--- src/rtl/tmr_xint_pkg.sv ---
package tmr_xint_pkg;

    localparam int REG_W   = 8;
    localparam int NUM_SRC = 2;

    // Bit positions of the fields for source i (0 or 1).
    function automatic int pos_xtype(int i); return 2 * i;     endfunction
    function automatic int pos_xflag(int i); return 2 * i + 1; endfunction
    function automatic int pos_trun(int i);  return 2 * i + 4; endfunction
    function automatic int pos_tflag(int i); return 2 * i + 5; endfunction

    typedef struct packed {
        logic [NUM_SRC-1:0] tflag;
        logic [NUM_SRC-1:0] trun;
        logic [NUM_SRC-1:0] xflag;
        logic [NUM_SRC-1:0] xtype;
    } ctl_state_t;

    function automatic logic [REG_W-1:0] pack_reg(ctl_state_t s);
        logic [REG_W-1:0] r;
        r = '0;
        for (int i = 0; i < NUM_SRC; i++) begin
            r[pos_tflag(i)] = s.tflag[i];
            r[pos_trun(i)]  = s.trun[i];
            r[pos_xflag(i)] = s.xflag[i];
            r[pos_xtype(i)] = s.xtype[i];
        end
        return r;
    endfunction

endpackage

--- src/rtl/xint_front.sv ---
module xint_front #(
    parameter int STAGES = 2
) (
    input  logic clk,
    input  logic rst_n,
    input  logic pin,
    input  logic active_high,
    output logic active,
    output logic edge_hit
);

    typedef struct packed {
        logic [STAGES-1:0] sync;
        logic              prev;
    } front_t;

    front_t front_d, front_q;

    always_comb begin
        front_d      = front_q;
        front_d.sync = {front_q.sync[STAGES-2:0], pin};
        active       = active_high ? front_q.sync[STAGES-1] : ~front_q.sync[STAGES-1];
        edge_hit     = active & ~front_q.prev;
        front_d.prev = active;
    end

    always_ff @(posedge clk or negedge rst_n) begin
        if (!rst_n) begin
            front_q.sync <= '0;
            front_q.prev <= 1'b1;
        end else begin
            front_q <= front_d;
        end
    end

    // an edge detection is a single-cycle event
    a_r8_single_pulse: assert property (@(posedge clk) disable iff (!rst_n)
        edge_hit |=> !edge_hit);

endmodule

--- src/rtl/ctl_wr_decode.sv ---
module ctl_wr_decode
    import tmr_xint_pkg::*;
#(
    parameter logic [7:0] REG_ADDR = 8'h88
) (
    input  logic             clk,
    input  logic             rst_n,
    input  logic             wr_en,
    input  logic [7:0]       wr_addr,
    input  logic [REG_W-1:0] wr_data,
    input  logic             bit_wr_en,
    input  logic [7:0]       bit_addr,
    input  logic             bit_val,
    output logic [REG_W-1:0] sw_we,
    output logic [REG_W-1:0] sw_val
);

    logic byte_hit, bit_hit;

    always_comb begin
        byte_hit = wr_en && (wr_addr == REG_ADDR);
        bit_hit  = bit_wr_en && (bit_addr[7:3] == REG_ADDR[7:3]);
        for (int b = 0; b < REG_W; b++) begin
            sw_we[b]  = byte_hit;
            sw_val[b] = wr_data[b];
            if (bit_hit && (bit_addr[2:0] == 3'(b))) begin
                sw_we[b]  = 1'b1;
                sw_val[b] = bit_val;
            end
        end
    end

    // a lone bit write touches at most one bit
    a_r3_one_bit_only: assert property (@(posedge clk) disable iff (!rst_n)
        (bit_wr_en && !wr_en) |-> ($countones(sw_we) <= 1));

endmodule

--- src/rtl/tmr_xint_ctl.sv ---
module tmr_xint_ctl
    import tmr_xint_pkg::*;
#(
    parameter logic [7:0] REG_ADDR    = 8'h88,
    parameter int         SYNC_STAGES = 2
) (
    input  logic               clk,
    input  logic               rst_n,
    input  logic               wr_en,
    input  logic [7:0]         wr_addr,
    input  logic [REG_W-1:0]   wr_data,
    input  logic               bit_wr_en,
    input  logic [7:0]         bit_addr,
    input  logic               bit_val,
    input  logic [7:0]         rd_addr,
    output logic [REG_W-1:0]   rd_data,
    input  logic [NUM_SRC-1:0] tmr_ovf,
    input  logic [NUM_SRC-1:0] xint_pin,
    input  logic [NUM_SRC-1:0] xint_pol,
    input  logic [NUM_SRC-1:0] ack_tmr,
    input  logic [NUM_SRC-1:0] ack_xint,
    output logic [REG_W-1:0]   reg_value,
    output logic [NUM_SRC-1:0] tmr_run,
    output logic [NUM_SRC-1:0] irq_tmr,
    output logic [NUM_SRC-1:0] irq_xint
);

    ctl_state_t         ctl_d, ctl_q;
    logic [REG_W-1:0]   sw_we, sw_val;
    logic [NUM_SRC-1:0] xact, xedge;

    ctl_wr_decode #(.REG_ADDR(REG_ADDR)) u_wr_decode (
        .clk       (clk),
        .rst_n     (rst_n),
        .wr_en     (wr_en),
        .wr_addr   (wr_addr),
        .wr_data   (wr_data),
        .bit_wr_en (bit_wr_en),
        .bit_addr  (bit_addr),
        .bit_val   (bit_val),
        .sw_we     (sw_we),
        .sw_val    (sw_val)
    );

    for (genvar g = 0; g < NUM_SRC; g++) begin : g_src
        xint_front #(.STAGES(SYNC_STAGES)) u_front (
            .clk         (clk),
            .rst_n       (rst_n),
            .pin         (xint_pin[g]),
            .active_high (xint_pol[g]),
            .active      (xact[g]),
            .edge_hit    (xedge[g])
        );

        // an overflow always leaves the flag set, whatever else happens
        a_r5_ovf_sets_flag: assert property (@(posedge clk) disable iff (!rst_n)
            tmr_ovf[g] |=> irq_tmr[g]);

        // acknowledge without overflow clears the timer flag
        a_r6_ack_clears: assert property (@(posedge clk) disable iff (!rst_n)
            (ack_tmr[g] && !tmr_ovf[g]) |=> !irq_tmr[g]);

        // in level mode the flag mirrors the detector output
        a_r9_level_follows: assert property (@(posedge clk) disable iff (!rst_n)
            !ctl_q.xtype[g] |=> (irq_xint[g] == $past(xact[g])));
    end

    always_comb begin
        ctl_d = ctl_q;
        for (int i = 0; i < NUM_SRC; i++) begin
            if (sw_we[pos_trun(i)])  ctl_d.trun[i]  = sw_val[pos_trun(i)];
            if (sw_we[pos_xtype(i)]) ctl_d.xtype[i] = sw_val[pos_xtype(i)];

            if (tmr_ovf[i])                ctl_d.tflag[i] = 1'b1;
            else if (ack_tmr[i])           ctl_d.tflag[i] = 1'b0;
            else if (sw_we[pos_tflag(i)])  ctl_d.tflag[i] = sw_val[pos_tflag(i)];

            if (!ctl_q.xtype[i])           ctl_d.xflag[i] = xact[i];
            else if (xedge[i])             ctl_d.xflag[i] = 1'b1;
            else if (ack_xint[i])          ctl_d.xflag[i] = 1'b0;
            else if (sw_we[pos_xflag(i)])  ctl_d.xflag[i] = sw_val[pos_xflag(i)];
        end
    end

    always_ff @(posedge clk or negedge rst_n) begin
        if (!rst_n) ctl_q <= '0;
        else        ctl_q <= ctl_d;
    end

    assign reg_value = pack_reg(ctl_q);
    assign rd_data   = (rd_addr == REG_ADDR) ? reg_value : '0;
    assign tmr_run   = ctl_q.trun;
    assign irq_tmr   = ctl_q.tflag;
    assign irq_xint  = ctl_q.xflag;

    // run enables move only on a write
    a_r11_run_holds: assert property (@(posedge clk) disable iff (!rst_n)
        (!wr_en && !bit_wr_en) |=> $stable(tmr_run));

endmodule

--- config.mk ---
export PLATFORM = sky130hd
export DESIGN_NAME = tmr_xint_ctl
export DESIGN_NICKNAME = d
export VERILOG_FILES = /design/src/rtl/tmr_xint_pkg.sv /design/src/rtl/xint_front.sv /design/src/rtl/ctl_wr_decode.sv /design/src/rtl/tmr_xint_ctl.sv
export SDC_FILE = /design/constraint.sdc
export NUM_CORES = 1
export LEC_CHECK = 0
export BUFFER_PORTS_ARGS = -buffer_cell sky130_fd_sc_hd__buf_4
export CORE_UTILIZATION = 40
export DETAILED_ROUTE_END_ITERATION = 16
export PLACE_DENSITY_LB_ADDON = 0.2
export SKIP_CTS_REPAIR_TIMING = 1
export SLEW_MARGIN = 5
export SYNTH_ARGS = -nofsm -noshare
export SYNTH_HDL_FRONTEND = slang
export SYNTH_SLANG_ARGS = --single-unit
--- constraint.sdc ---
create_clock -name clk -period 1.93 [get_ports clk]
set_input_delay 0.193 -clock clk [delete_from_list [all_inputs] [get_ports clk]]
set_output_delay 0.193 -clock clk [all_outputs]
set_load 0.01 [all_outputs]
# --- Yosys cells after proc, flatten, opt, wreduce, memory -nomap -nowiden ---
# Cells that the tools add are included.
# W data, S select, Z words.
word_totals:
  register_bits: 14
  inputBits: 47
  output_inout_bits: 22
  wordCells: 76
classes:
  n_reduce_logical: 13
  n_eq_ne: 12
  bitwise: 6
  mux: 33
ops:
  columns: ["operator", "n"]
  rows:
  - ["$mux W1", 32]
  - ["$eq A8 B8 Y1 const B", 2]
  - ["$eq A3 B3 Y1 const B", 4]
  - ["$logic_and A1 B1 Y1", 10]
  - ["$mux W8", 1]
  - ["$ne A4 B2 Y1 const B", 2]
  - ["$eq A3 B2 Y1 const B", 2]
  - ["$reduce_bool A3 Y1", 2]
  - ["$eq A5 B5 Y1 const B", 1]
  - ["$not A1 Y1", 4]
  - ["$eq A3 B1 Y1 const B", 1]
  - ["$logic_not A3 Y1", 1]
  - ["$and A1 B1 Y1", 2]

# --- Logic depth before layout (Yosys ltp) ---
# Gate-level depths: netlist (run 1).
logic_depth:
  word_depth: 8
  depth_mapped: 5
  depth_no_buf: 4

# --- Modules after synthesis ---
# From an unflattened synthesis (run 1), not the netlist that was laid out.
hier_totals:
  hier_cells: 96
  area_unflattened_um2: 944.7
by_module_without_submodules:
  columns: ["mod", "n_inst", "seq_area_each_um2", "cells_per_inst", "area_per_inst_um2"]
  rows:
  - ["tmr_xint_ctl", 1, 200.2, 52, 518.0]
  - ["ctl_wr_decode", 1, 0.0, 34, 239.0]
  - ["xint_front", 2, 76.3, 5, 93.8]

# --- Least setup slack after synthesis (run 1) ---
# No wires, ideal clock.
synth_timing:
  kind: "input to register"
  start: "input wr_addr[6]"
  end: "register ctl_q (netlist bit tmr_run[0])"
  cell_stages: 5
  slack_ns: 0.467
  setup_ns: 0.125
  t_arrival_ns: 1.338
  cell_sequence: "and4bb_2 > and3_1 > buf_6 > mux2_2 > mux2_4"
synth_between:
  elab_chain_cells: 3
synth_lines:
  columns: ["element", "line_no", "source"]
  rows:
  - ["from (decl)", "tmr_xint_ctl.sv:10", "input logic [7:0] wr_addr,"]
  - ["$eq A8 B8 Y1", "ctl_wr_decode.sv:21", "byte_hit = wr_en && (wr_addr == REG_ADDR);"]
  - ["$logic_and A1 B1 Y1", "ctl_wr_decode.sv:21", null]
  - ["$mux W1", "ctl_wr_decode.sv:26", "if (bit_hit && (bit_addr[2:0] == 3'(b))) begin"]
  - ["to (signal assigned)", "tmr_xint_ctl.sv:87", "else ctl_q <= ctl_d;"]
  - ["to (decl)", "tmr_xint_ctl.sv:28", "ctl_state_t ctl_d, ctl_q;"]
# Every way passes these cells.
# A chain may end at the register's enable or synchronous reset.

# --- Worst setup path after layout (run 1) ---
layout_timing:
  start: "input rd_addr[5]"
  end: "output rd_data[6]"
layout_between:
  elab_chain_cells: 2
layout_lines:
  columns: ["element", "line_no", "source"]
  rows:
  - ["from (decl)", "tmr_xint_ctl.sv:15", "input logic [7:0] rd_addr,"]
  - ["$eq A8 B8 Y1", "tmr_xint_ctl.sv:91", "assign rd_data = (rd_addr == REG_ADDR) ? reg_value : '0;"]
  - ["$mux W8", "tmr_xint_ctl.sv:91", null]
  - ["to (decl)", "tmr_xint_ctl.sv:16", "output logic [REG_W-1:0] rd_data,"]
# Every way passes these cells.

==> summary by stage, run 1 <==
Timing
Dividing the final minimum period by the clock period gives 89.0%. The max-slew violation total from the final report is 0. The peak clock frequency supported by timing is 582 MHz. At the pin with the least slew margin, the transition time is 0.378 ns. For the final database, setup skew stands at 0.00659 ns. The final critical-path required period is 1.72 ns. The number of hold violations in the final report is 0. Setup violations remaining at the end of the flow were counted as 0. The worst pin sits at a relative slew slack of 74.7%. Setup repair after global routing left no endpoint under its margin.

The final sum of negative setup slack is 0 ns.

Clocking
The insertion delay of the later-clocked pin in the worst-skew pair is 0.28 ns. TritonCTS built the clock tree. The clock drives 14 sinks. The number of levels in the clock H-tree is 1.

The tree is rooted in a sky130_fd_sc_hd__clkbuf_4. Clock tree synthesis inserted a total of 3 buffers. The clock passes through at most 2 buffers. Clock-pin slew was measured on the worst setup and hold paths at 0.08 ns.

Cells and area
Leaving out fill and tap cells, the most frequent cell in the layout is sky130_fd_sc_hd__buf_4. The proportion of layout cells with a drive suffix above 1 is 57.6%. The net count of the finished layout is 199. After the flow finishes, the layout carries non-filler instances totaling 178.

Leaving out fill and tap cells, the most frequent cells in the layout are sky130_fd_sc_hd__buf_4, sky130_fd_sc_hd__dfrtp_1, sky130_fd_sc_hd__nor3_1. Compared with the post-synthesis result, the final layout area differs by 62.2%. The antenna diode instance count is 0.

Placement
Routability-driven placement finished with a final weighted congestion of 0.770. In this run, placement finished with an instance count of 173. The number of port buffers is 68.

Once detailed placement completed, the half-perimeter wirelength came to 1.85 mm.

Critical path
The worst setup path is captured at a primary output. Traced cell by cell, the critical path runs through buf_4, or4_1, nor2_1, and2_1, buf_4. Together, buffers and inverters on the worst path number 2. The worst setup path is launched from an input port. The slowest stage of the critical path is the sky130_fd_sc_hd__or4_1 cell. The largest fanout on the critical path is 6.

Broken down by cell family, the worst path's largest delay share belongs to simple AND/OR/NAND/NOR gates. For the worst setup path, the data required time is 1.74 ns. On the worst path, the slowest cell contributes a delay of 0.57 ns. In this design, the critical path's most frequently occurring cell is sky130_fd_sc_hd__buf_4. The critical path in this run is classified as input port to primary output. At the worst endpoint, the arrival time is 1.53 ns.

Global route
The number of global-route vias before repair is 850. The first global-routing pass estimated 3.62 mm of wire. The number of antenna violations at the first check in global routing is 0. Global routing consumed, over all layers together, 20.4% of the routing resources.

After global routing the overflow that remains totals 0. The pin count of the biggest net entering global routing is 15.

Synth
The share of Yosys cell area claimed by the top area cell type is 34.5%. The number of enable-type register cells in the synthesized netlist is 0. The post-synthesis sequential area ratio is 40.5%. During synthesis, Yosys emitted a total of 0 warnings.

The count of state elements after synthesis is 14. sky130_fd_sc_hd__dfrtp_1 takes more of the synthesized area than any other cell. The post-synthesis area per instance is 10.4 um^2. By area the synthesized netlist is led by sky130_fd_sc_hd__dfrtp_1, sky130_fd_sc_hd__mux2_2, sky130_fd_sc_hd__dfstp_2. The cell count after synthesis came out at 84. Counting every net in the synthesized netlist gives 131.

Among all flip-flop cells after synthesis, the most frequent one is sky130_fd_sc_hd__dfrtp_1. The count of different cell masters after synthesis is 30. The cell area that synthesis handed to floorplanning was 871 um^2.

The fraction of registers with async set or reset after synthesis is 100%.

Floorplanning
The floorplan step set the die width to 48.7 um. The core region is 2000 um^2. 69 I/O pins were placed. The initial standard-cell utilization of the core is 43.5%. The die outline area is 2370 um^2. After floorplanning, the core was divided into 16 placement rows. The die extent in y is 48.7 um.

Power
For this design the ratio of total power to cell area is 527 nW/um^2. The static leakage power is 0.707 nW. VDD sags by at most 0.359 mV.

Routing
After detailed routing, the number of vias per cell comes to 5.05. The number of routed nets with antenna violations is 0. The routed wire length is 2.21 mm. The length of the first detailed-routing pass in iterations is 2. The number of design rule violations left after detail routing is 0. The detailed router's first-iteration violation count is 7. Dividing the detail-routed wire length by the instance count gives 12.4 um. Detailed routing inserted a total of 899 vias.

Worst hold path
In this run the worst hold path is classified as input port to register.

Job
Across the run, the number of max-cap violations was 0.

Status
The run finished with clean final reports.
[registers in the layout, summed over array words and instances (netlist names)]
name / cells
g_src.u_front.front_q: 4
tmr_run: 2
irq_xint: 2
irq_tmr: 2
reg_value: 2
g_src.u_front.front_d: 2
[routing by layer]
layer / vias up / track usage (%) / wire length (um)
met5: - / 0 / 0
met4: 0 / 8.82 / 32
met3: 5 / 5.66 / 164
met2: 44 / 36.3 / 1180
met1: 416 / 22.4 / 837
li1: 434 / - / -
[report_power, final]
group	internal [mW]	switching [mW]
sequential	0.320	0.0168
clock	0.115	0.0989
combinational	0.122	0.0718
total	0.557	0.188
[cell families after synthesis]
group / Yosys count / synth area share (%)
compound gates: 10 / 8.62
simple gates: 36 / 27.4
flops: 14 / 40.5
xor+xnor: 2 / 2.01
buf+inv: 12 / 8.62
mux: 10 / 12.8
[stage by stage]
stage	cell area [um^2]	hold WS (ns)	power, mW	setup slack, ns	util, %
after detailed placement	1370	0.0515	0.536	0.215	68.3
after floorplan	871	-0.103	0.416	0.467	-
after global placement	1370	0.0493	0.531	0.229	68.3
after CTS	1400	-0.263	0.750	0.214	70.1
final	1410	0.0156	0.744	0.212	70.6
after global routing	1410	0.00150	0.784	0.157	70.6
[path summary, 6_finish.rpt]
| kind | from | to | slack [ns] | cells past startpoint |
|---|---|---|---|---|
| max in group asynchronous | rst_n | g_src[1].u_front.front_q[0] | 1.39 | 2 |
| max | rd_addr[5] | rd_data[6] | 0.21 | 5 |
| min | xint_pin[1] | g_src[1].u_front.front_d[2] | 0.02 | 1 |
| min reg2reg | g_src[0].u_front.front_d[2] | g_src[0].u_front.front_q[2] | 0.36 | 0 |
| min in group asynchronous | rst_n | reg_value[2] | 0.30 | 2 |
| max reg2reg | reg_value[2] | reg_value[2] | 0.87 | 2 |
[cell type report]
type | count | area (um^2)
fillers | 158 | 589
repair buffers | 70 | 528
well taps | 27 | 33.8
flip-flops and latches | 14 | 353
inverters | 5 | 18.8
clock buffers | 4 | 36.3
multi-input cells | 58 | 443
[synth_stat cells (2+ instances only)]
master / number
sky130_fd_sc_hd__o311ai_0: 2
sky130_fd_sc_hd__or3_1: 2
sky130_fd_sc_hd__inv_1: 5
sky130_fd_sc_hd__dfstp_2: 2
sky130_fd_sc_hd__a21oi_1: 2
sky130_fd_sc_hd__xnor2_1: 2
sky130_fd_sc_hd__buf_4: 6
sky130_fd_sc_hd__mux2_2: 5
sky130_fd_sc_hd__nand2_1: 5
sky130_fd_sc_hd__nor3_1: 7
sky130_fd_sc_hd__o21ai_0: 2
sky130_fd_sc_hd__and2_1: 6
sky130_fd_sc_hd__o31ai_1: 2
sky130_fd_sc_hd__nand4_1: 2
sky130_fd_sc_hd__mux2i_1: 4
sky130_fd_sc_hd__nor2_1: 3
sky130_fd_sc_hd__nand2b_1: 2
sky130_fd_sc_hd__dfrtp_1: 12
sky130_fd_sc_hd__o221a_2: 2
Power figures use the tool's default switching activity.
==> inputs of run 2 (changes only) <==
Settings changed: RECOVER_POWER from default to 100, SYNTH_HIERARCHICAL from default to 1.
==> summary by stage, run 2 <==
Status
Result of the run: finished clean (unchanged).

Synth
Biggest area contributors in the synthesized netlist: sky130_fd_sc_hd__dfrtp_1, sky130_fd_sc_hd__nor3_2, sky130_fd_sc_hd__mux2_2 (was sky130_fd_sc_hd__dfrtp_1, sky130_fd_sc_hd__mux2_2, sky130_fd_sc_hd__dfstp_2). The complex-gate fraction of the synthesized area was 5.30% (was 8.62%). The net count after synthesis is 143 (was 131). Leading cell types by count after synthesis: sky130_fd_sc_hd__dfrtp_1, sky130_fd_sc_hd__nand2_1, sky130_fd_sc_hd__nor3_2 (was sky130_fd_sc_hd__dfrtp_1, sky130_fd_sc_hd__nor3_1, sky130_fd_sc_hd__and2_1, sky130_fd_sc_hd__buf_4). The fraction of registers with async set or reset after synthesis came to 100% (unchanged). The count of warnings emitted by yosys is 6 (was 0). The primary flip-flop cell chosen by synthesis mapping is sky130_fd_sc_hd__dfrtp_1 (unchanged). The post-synthesis instance total is 96 (was 84).

The share of Yosys cell area claimed by the top area cell type is 31.8% (was 34.5%). The number of enable-type register cells in the synthesized netlist came to 0 (unchanged). The combinational family with the most area after synthesis is simple AND/OR/NAND/NOR gates (unchanged). The post-synthesis sequential area ratio is 37.4% (was 40.5%). The post-synthesis share of cell area spent on and, or, nand and nor gates came to 29.3% (was 27.4%). The most area-hungry cell type in the Yosys netlist is sky130_fd_sc_hd__dfrtp_1 (unchanged). The mux contribution to synthesized area is 15.9% (was 12.8%). The count of state elements after synthesis came to 14 (unchanged). The synthesized-area fraction occupied by xor and xnor cells came to 1.85% (was 2.01%).

The count of different cell masters after synthesis is 27 (was 30). The cell area after synthesis was 945 um^2 (was 871 um^2). The area share of fa/ha/maj cells after synthesis came to 0% (unchanged). The post-synthesis area per instance is 9.84 um^2 (was 10.4 um^2).

Cells and area
The flip-flop count of the largest register after layout is 4 (unchanged). The area occupied by registers came to 353 um^2 (unchanged). The layout overhead on the synthesized area was 46.8% (was 62.2%). The multi-input logic area is 460 um^2 (was 443 um^2). The post-layout instance area came to 1390 um^2 (was 1410 um^2). Commonest cells after routing, fill and taps aside: sky130_fd_sc_hd__buf_4, sky130_fd_sc_hd__clkbuf_1, sky130_fd_sc_hd__nand2_1, sky130_fd_sc_hd__dfrtp_1, sky130_fd_sc_hd__inv_1 (was sky130_fd_sc_hd__buf_4, sky130_fd_sc_hd__dfrtp_1, sky130_fd_sc_hd__nor3_1).

The register ranked first by flip-flop count is g_src.u_front/front_q (was g_src.u_front.front_q). The number of inserted filler cells in the final layout is 215 (was 158). The commonest non-fill, non-tap cell in the layout is sky130_fd_sc_hd__buf_4 (unchanged). The antenna diode instance count is 0 (unchanged).

The proportion of layout cells with a drive suffix above 1 came to 44.7% (was 57.6%). The count of nets after finishing is 209 (was 199).

Critical path
The category of the worst setup path capture point is a primary output (unchanged). The length in cells of the worst reg-to-reg path is 4 (was 2). The type of the setup path with the least slack was input port to primary output (unchanged). The data arrival time of the worst path came to 1.39 ns (was 1.53 ns). The slack of the worst reg-to-reg path came to 0.86 ns (was 0.87 ns). The reg-to-reg startpoint was g_src[1].u_front/front_q[2] (was reg_value[2]).

The endpoint required time on the critical path is 1.74 ns (about the same). The nature of the critical path startpoint is an input port (unchanged). The capture point of the worst reg-to-reg path is irq_xint[1] (was reg_value[2]). The largest fanout on the critical path is 8 (was 6).

Floorplanning
The floorplan die width came to 50.6 um (was 48.7 um). The core region area is 2210 um^2 (was 2000 um^2). The initial standard-cell utilization of the core is 42.7% (was 43.5%). The die outline area is 2560 um^2 (was 2370 um^2). The die extent in y came to 50.6 um (was 48.7 um). The count of boundary I/O pins was 69 (unchanged). The row count is 17 (was 16).

Global route
The remaining global-route overflow is 0 (unchanged). The pin count of the biggest net entering global routing is 15 (unchanged). The most crowded layer after global routing is met2 (unchanged). The global-route met1 utilization came to 19.8% (was 22.4%).

The met2 usage is 37.3% (was 36.3%). The global router's overall resource usage was 18.9% (was 20.4%). The number of global-route vias before repair is 923 (was 850). The wire length of the first global-routing pass is 3.68 mm (was 3.62 mm).

The met3 global-route usage is 3.94% (was 5.66%). The number of antenna violations at the first check in global routing is 0 (unchanged).

Placement
The total cell area at the placement stage is 1430 um^2 (was 1370 um^2). The HPWL after detailed placement is 1.90 mm (was 1.85 mm). The number of port buffers is 68 (unchanged).

The weighted congestion reported at the end of routability-driven placement came to 0.770 (about the same).

Clocking
The clock buffer count from CTS came to 3 (unchanged). The insertion delay of the later-clocked pin in the worst-skew pair is 0.27 ns (was 0.28 ns). The clock-pin slew on the worst setup and hold paths was 0.08 ns (about the same).

The clock tree buffer depth is 2 (unchanged). The number of levels in the clock H-tree is 1 (unchanged). The TritonCTS clock tree is built (unchanged). The number of clock sinks is 14 (unchanged). The root buffer selected by CTS is sky130_fd_sc_hd__clkbuf_4 (unchanged).

Timing
The final hold slack was 0.0493 ns (was 0.0156 ns). The max-slew violation total from the final report is 0 (unchanged). The final sum of negative setup slack is 0 ns (unchanged). The final critical-path required period came to 1.58 ns (was 1.72 ns). The number of hold violations in the final report was 0 (unchanged). The worst-case headroom to the max-slew limit is 49.0% (was 74.7%). Setup repair after global routing missed its margin: false (unchanged). The final period utilization is 81.8% (was 89.0%).

The final clock skew is 0.0103 ns (was 0.00659 ns). The slew of the pin with the lowest slew margin came to 0.765 ns (was 0.378 ns). The count of final setup violators is 0 (unchanged). The peak clock frequency supported by timing is 634 MHz (was 582 MHz).

Routing
The number of design rule violations left after detail routing is 0 (unchanged). The number of routed nets with antenna violations was 0 (unchanged). The ratio of routed vias to standard cells is 4.90 (was 5.05). The detailed router's first-iteration violation count was 12 (was 7). The total number of vias is 926 (was 899).

The routed length per placed instance is 12.0 um (was 12.4 um). The routed wire length is 2.27 mm (was 2.21 mm). The length of the first detailed-routing pass in iterations was 4 (was 2).

Power
The cell area power density came to 558 nW/um^2 (was 527 nW/um^2). The largest vdd supply drop is 0.444 mV (was 0.359 mV). The static leakage power is 0.692 nW (was 0.707 nW). The switching power of the nets is 216 uW (was 188 uW).

The internal power contribution is 557 uW (about the same). The sequential fraction of design power is 45.7% (was 45.2%). The switching power share of the total is 27.9% (was 25.2%).

The part of the total power dissipated in the clock network is 26.8% (was 28.7%). The combinational share of power is 27.5% (was 26.1%).

Worst hold path
The type of the worst min-delay path is input port to register (unchanged). The count of cells along the worst hold path was 1 (unchanged). The worst-case hold path end point is g_src[0].u_front/front_d[2] (was g_src[1].u_front.front_d[2]).

The startpoint of the tightest hold check path was xint_pin[0] (was xint_pin[1]).

Job
The reported max-cap violation count was 0 (unchanged).
[run 2: kinds of logic (layout without fill, tap and decap cells)]
group / count (synthesis) / after routing
flip-flops: 14 / 14
buffers and inverters: 17 / 82
multiplexers: 14 / 14
XOR/XNOR: 2 / 2
AO/OA/AOI/OAI: 8 / 8
AND/OR/NAND/NOR: 41 / 41
[run 2: metal layers]
layer / wire (um) / up-vias
met4: 6 / 0
met1: 886 / 422
met2: 1220 / 44
li1: - / 458
met5: 0 / -
met3: 159 / 2
[run 2: final cells by class]
class / count / share of cell area, %
Inverter: 8 / 2.17
Clock buffer: 4 / 2.62
Multi-Input combinational cell: 65 / 33.2
Timing Repair Buffer: 70 / 34.0
Tap cell: 28 / 2.53
Sequential cell: 14 / 25.5
[run 2: worst max path at each step]
stage | start | to | slack [ns] | cells past startpoint
after floorplan | bit_addr[4] | irq_xint[1] | 0.64 | 6
after detailed placement | wr_addr[5] | irq_tmr[0] | 0.36 | 6
final | rd_addr[1] | rd_data[0] | 0.35 | 4
after global routing | rd_addr[1] | rd_data[0] | 0.29 | 4
after global placement | wr_addr[5] | irq_tmr[1] | 0.42 | 6
after CTS | rd_addr[1] | rd_data[0] | 0.51 | 4
[run 2: per-stage QoR]
| step | total power, mW | std cells | util (%) | worst slack, ns |
|---|---|---|---|---|
| detailed placement | 0.614 | 184 | 64.6 | 0.360 |
| floorplan | 0.476 | 96 | - | 0.640 |
| finish | 0.773 | 189 | 62.7 | 0.352 |
| global placement | 0.605 | 184 | 64.6 | 0.425 |
| global route | 0.822 | 189 | 62.7 | 0.289 |
| CTS | 0.828 | 188 | 66.3 | 0.507 |
[run 2: power groups by stage]
stage	Combinational, mW	Sequential, mW	Clock (mW)
finish	0.212	0.354	0.207
floorplan	0.108	0.368	0
detailed placement	0.253	0.361	0
global route	0.235	0.359	0.229
CTS	0.254	0.355	0.219
global placement	0.246	0.359	0
[run 2: worst max-delay path: stages]
cell and delay [ns]:
sky130_fd_sc_hd__buf_4 0.10, sky130_fd_sc_hd__or4_1 0.70, sky130_fd_sc_hd__nor3_1 0.23, sky130_fd_sc_hd__buf_4 0.16
==> inputs of run 3 (changes only) <==
Clock period 1.93 ns to 1.5 ns, I/O delays scaled along.
==> summary by stage, run 3 (same netlist as run 2, synthesis figures left out) <==
Status
Result of the run: finished clean (unchanged).

Critical path
The largest fanout on the critical path is 8 (unchanged). The endpoint required time on the critical path is 1.35 ns (was 1.74 ns). The highest cell delay on the worst timing path came to 0.60 ns (was 0.70 ns).

The most common cell type on the critical path is sky130_fd_sc_hd__buf_4 (unchanged). The logic depth of the worst path, buffers included is 4 (unchanged). The nature of the critical path startpoint was an input port (unchanged). The critical path buffer and inverter count is 2 (unchanged). The cell with the biggest individual delay on the critical path is sky130_fd_sc_hd__or4_4 (was sky130_fd_sc_hd__or4_1). The type of the setup path with the least slack was input port to primary output (unchanged). The length in cells of the worst reg-to-reg path is 4 (unchanged). Critical Path, Cell by Cell: buf_4, or4_4, nor3_1, buf_4 (was buf_4, or4_1, nor3_1, buf_4). The data arrival time of the worst path is 1.19 ns (was 1.39 ns). The dominant delay contributor by cell family on the critical path is simple AND/OR/NAND/NOR gates (unchanged). The category of the worst setup path capture point is a primary output (unchanged).

Clocking
The clock tree buffer depth is 2 (unchanged). The root buffer selected by CTS is sky130_fd_sc_hd__clkbuf_4 (unchanged). The clock buffer count from CTS is 3 (unchanged). The number of levels in the clock H-tree is 1 (unchanged). The clock-pin slew on the worst setup and hold paths is 0.09 ns (was 0.08 ns).

The TritonCTS clock tree is built (unchanged). The insertion delay of the later-clocked pin in the worst-skew pair is 0.28 ns (was 0.27 ns). The number of clock sinks is 14 (unchanged).

Global route
The number of antenna violations at the first check in global routing is 0 (unchanged). The number of global-route vias before repair is 869 (was 923). The pin count of the biggest net entering global routing came to 15 (unchanged). The global router's overall resource usage came to 18.8% (was 18.9%). The remaining global-route overflow was 0 (unchanged). The wire length of the first global-routing pass is 3.59 mm (was 3.68 mm).

Floorplanning
The initial standard-cell utilization of the core is 42.7% (unchanged). The count of boundary I/O pins is 69 (unchanged). The core region area is 2210 um^2 (unchanged). The die outline area is 2560 um^2 (unchanged). The die extent in y is 50.6 um (unchanged).

The row count is 17 (unchanged). The floorplan die width came to 50.6 um (unchanged).

Timing
Setup repair after global routing missed its margin: false (unchanged). The final sum of negative setup slack was 0 ns (unchanged). The final critical-path required period is 1.34 ns.

The final clock skew is 0.00675 ns (was 0.0103 ns). The final critical-path setup slack is 0.156 ns (was 0.352 ns). The final hold slack is 0.0374 ns (was 0.0493 ns). The count of final setup violators came to 0 (unchanged). The max-slew violation total from the final report is 0 (unchanged). The slew of the pin with the lowest slew margin was 0.747 ns (was 0.765 ns). The final period utilization is 89.6%.

The number of hold violations in the final report is 0 (unchanged). The worst-case headroom to the max-slew limit was 50.2% (was 49.0%). Static timing analysis puts the maximum clock frequency at 744 MHz.

Power
The internal power contribution is 721 uW (was 557 uW). The switching power share of the total is 27.9% (about the same). The overall power is 1.00 mW (was 773 uW). The static leakage power came to 0.704 nW (was 0.692 nW). The largest vdd supply drop is 0.587 mV (was 0.444 mV). The sequential fraction of design power was 45.5% (was 45.7%). The part of the total power dissipated in the clock network is 26.9% (was 26.8%).

The combinational share of power is 27.6% (was 27.5%). The cell area power density was 708 nW/um^2 (was 558 nW/um^2). The switching power of the nets is 279 uW (was 216 uW).

Cells and area
The layout overhead on the synthesized area is 49.5% (was 46.8%). The flip-flop count of the largest register after layout is 4 (unchanged). The proportion of layout cells with a drive suffix above 1 is 43.6% (was 44.7%).

The post-layout instance area is 1410 um^2 (was 1390 um^2). The commonest non-fill, non-tap cell in the layout is sky130_fd_sc_hd__buf_4 (unchanged). Commonest cells after routing, fill and taps aside: sky130_fd_sc_hd__buf_4, sky130_fd_sc_hd__clkbuf_1, sky130_fd_sc_hd__nand2_1, sky130_fd_sc_hd__dfrtp_1 (was sky130_fd_sc_hd__buf_4, sky130_fd_sc_hd__clkbuf_1, sky130_fd_sc_hd__nand2_1, sky130_fd_sc_hd__dfrtp_1, sky130_fd_sc_hd__inv_1).

The multi-input logic area was 459 um^2 (was 460 um^2). The register ranked first by flip-flop count is g_src.u_front/front_q (unchanged). The area occupied by registers is 353 um^2 (unchanged). The antenna diode instance count was 0 (unchanged). The number of inserted filler cells in the final layout is 214 (was 215).

The count of nets after finishing was 213 (was 209).

Placement
The total cell area at the placement stage was 1450 um^2 (was 1430 um^2). The weighted congestion reported at the end of routability-driven placement is 0.764 (was 0.770). The post-place setup slack is 0.0648 ns (was 0.360 ns). The HPWL after detailed placement is 1.86 mm (was 1.90 mm). The number of port buffers was 68 (unchanged).

Routing
The number of design rule violations left after detail routing is 0 (unchanged). The number of routed nets with antenna violations is 0 (unchanged). The ratio of routed vias to standard cells was 4.84 (was 4.90). The detailed router's first-iteration violation count was 20 (was 12).

The length of the first detailed-routing pass in iterations is 4 (unchanged). The routed wire length is 2.28 mm (was 2.27 mm). The total number of vias was 935 (was 926). The routed length per placed instance is 11.8 um (was 12.0 um).

Job
The reported max-cap violation count is 0 (unchanged).

Worst hold path
The count of cells along the worst hold path is 2 (was 1). The type of the worst min-delay path was input port to register (unchanged).
## run 3: cell count changes in the layout (fill, tap and decap cells not counted), sizes merged
cell,change
buf,-1
dlygate4sd3,+2
clkbuf,+3
## run 3: worst paths after layout
check / from / endpoint / slack (ns)
hold / removal: ack_tmr[1] / irq_tmr[1] / 0.04
setup / recovery: rd_addr[1] / rd_data[6] / 0.16
hold reg to reg: g_src[0].u_front/front_d[2] / g_src[0].u_front/front_q[2] / 0.36
min in group asynchronous: rst_n / irq_xint[0] / 0.44
setup reg to reg: g_src[1].u_front/front_q[2] / irq_xint[1] / 0.43
max in group asynchronous: rst_n / irq_xint[1] / 0.58
## run 3: layer usage
metal | routed length (um) | GRT usage [%]
met5 | 0 | 0
met4 | 13 | 7.41
met3 | 162 | 3.64
met2 | 1170 | 34.2
met1 | 938 | 21.1
## run 3: area by class of cell
type / count / share of cell area, %
timing repair buffer: 74 / 35.3
clock buffer: 4 / 2.57
inverter: 8 / 2.13
tap: 28 / 2.48
sequential: 14 / 25.0
multi-input combinational: 65 / 32.5
## run 3: power groups by stage
stage               clock network [mW]  logic [mW]  registers (mW)
global route                     0.300       0.306           0.464
floorplan                            0       0.140           0.473
CTS                              0.280       0.324           0.457
detailed placement                   0       0.323           0.464
global placement                     0       0.318           0.462
finish                           0.269       0.276           0.455
## run 3: worst reg2reg max path, cell delays in order, from the launching register on
cell and delay [ns]:
sky130_fd_sc_hd__dfrtp_1 0.38, sky130_fd_sc_hd__xnor2_1 0.15, sky130_fd_sc_hd__and2b_2 0.20, sky130_fd_sc_hd__mux2i_1 0.13, sky130_fd_sc_hd__o31ai_1 0.08
## run 3: metrics by stage
step / cells / util, %
floorplan: 96 / -
finish: 193 / 63.9
CTS: 190 / 67.0
global route: 193 / 63.9
detailed placement: 186 / 65.3
global placement: 186 / 65.3
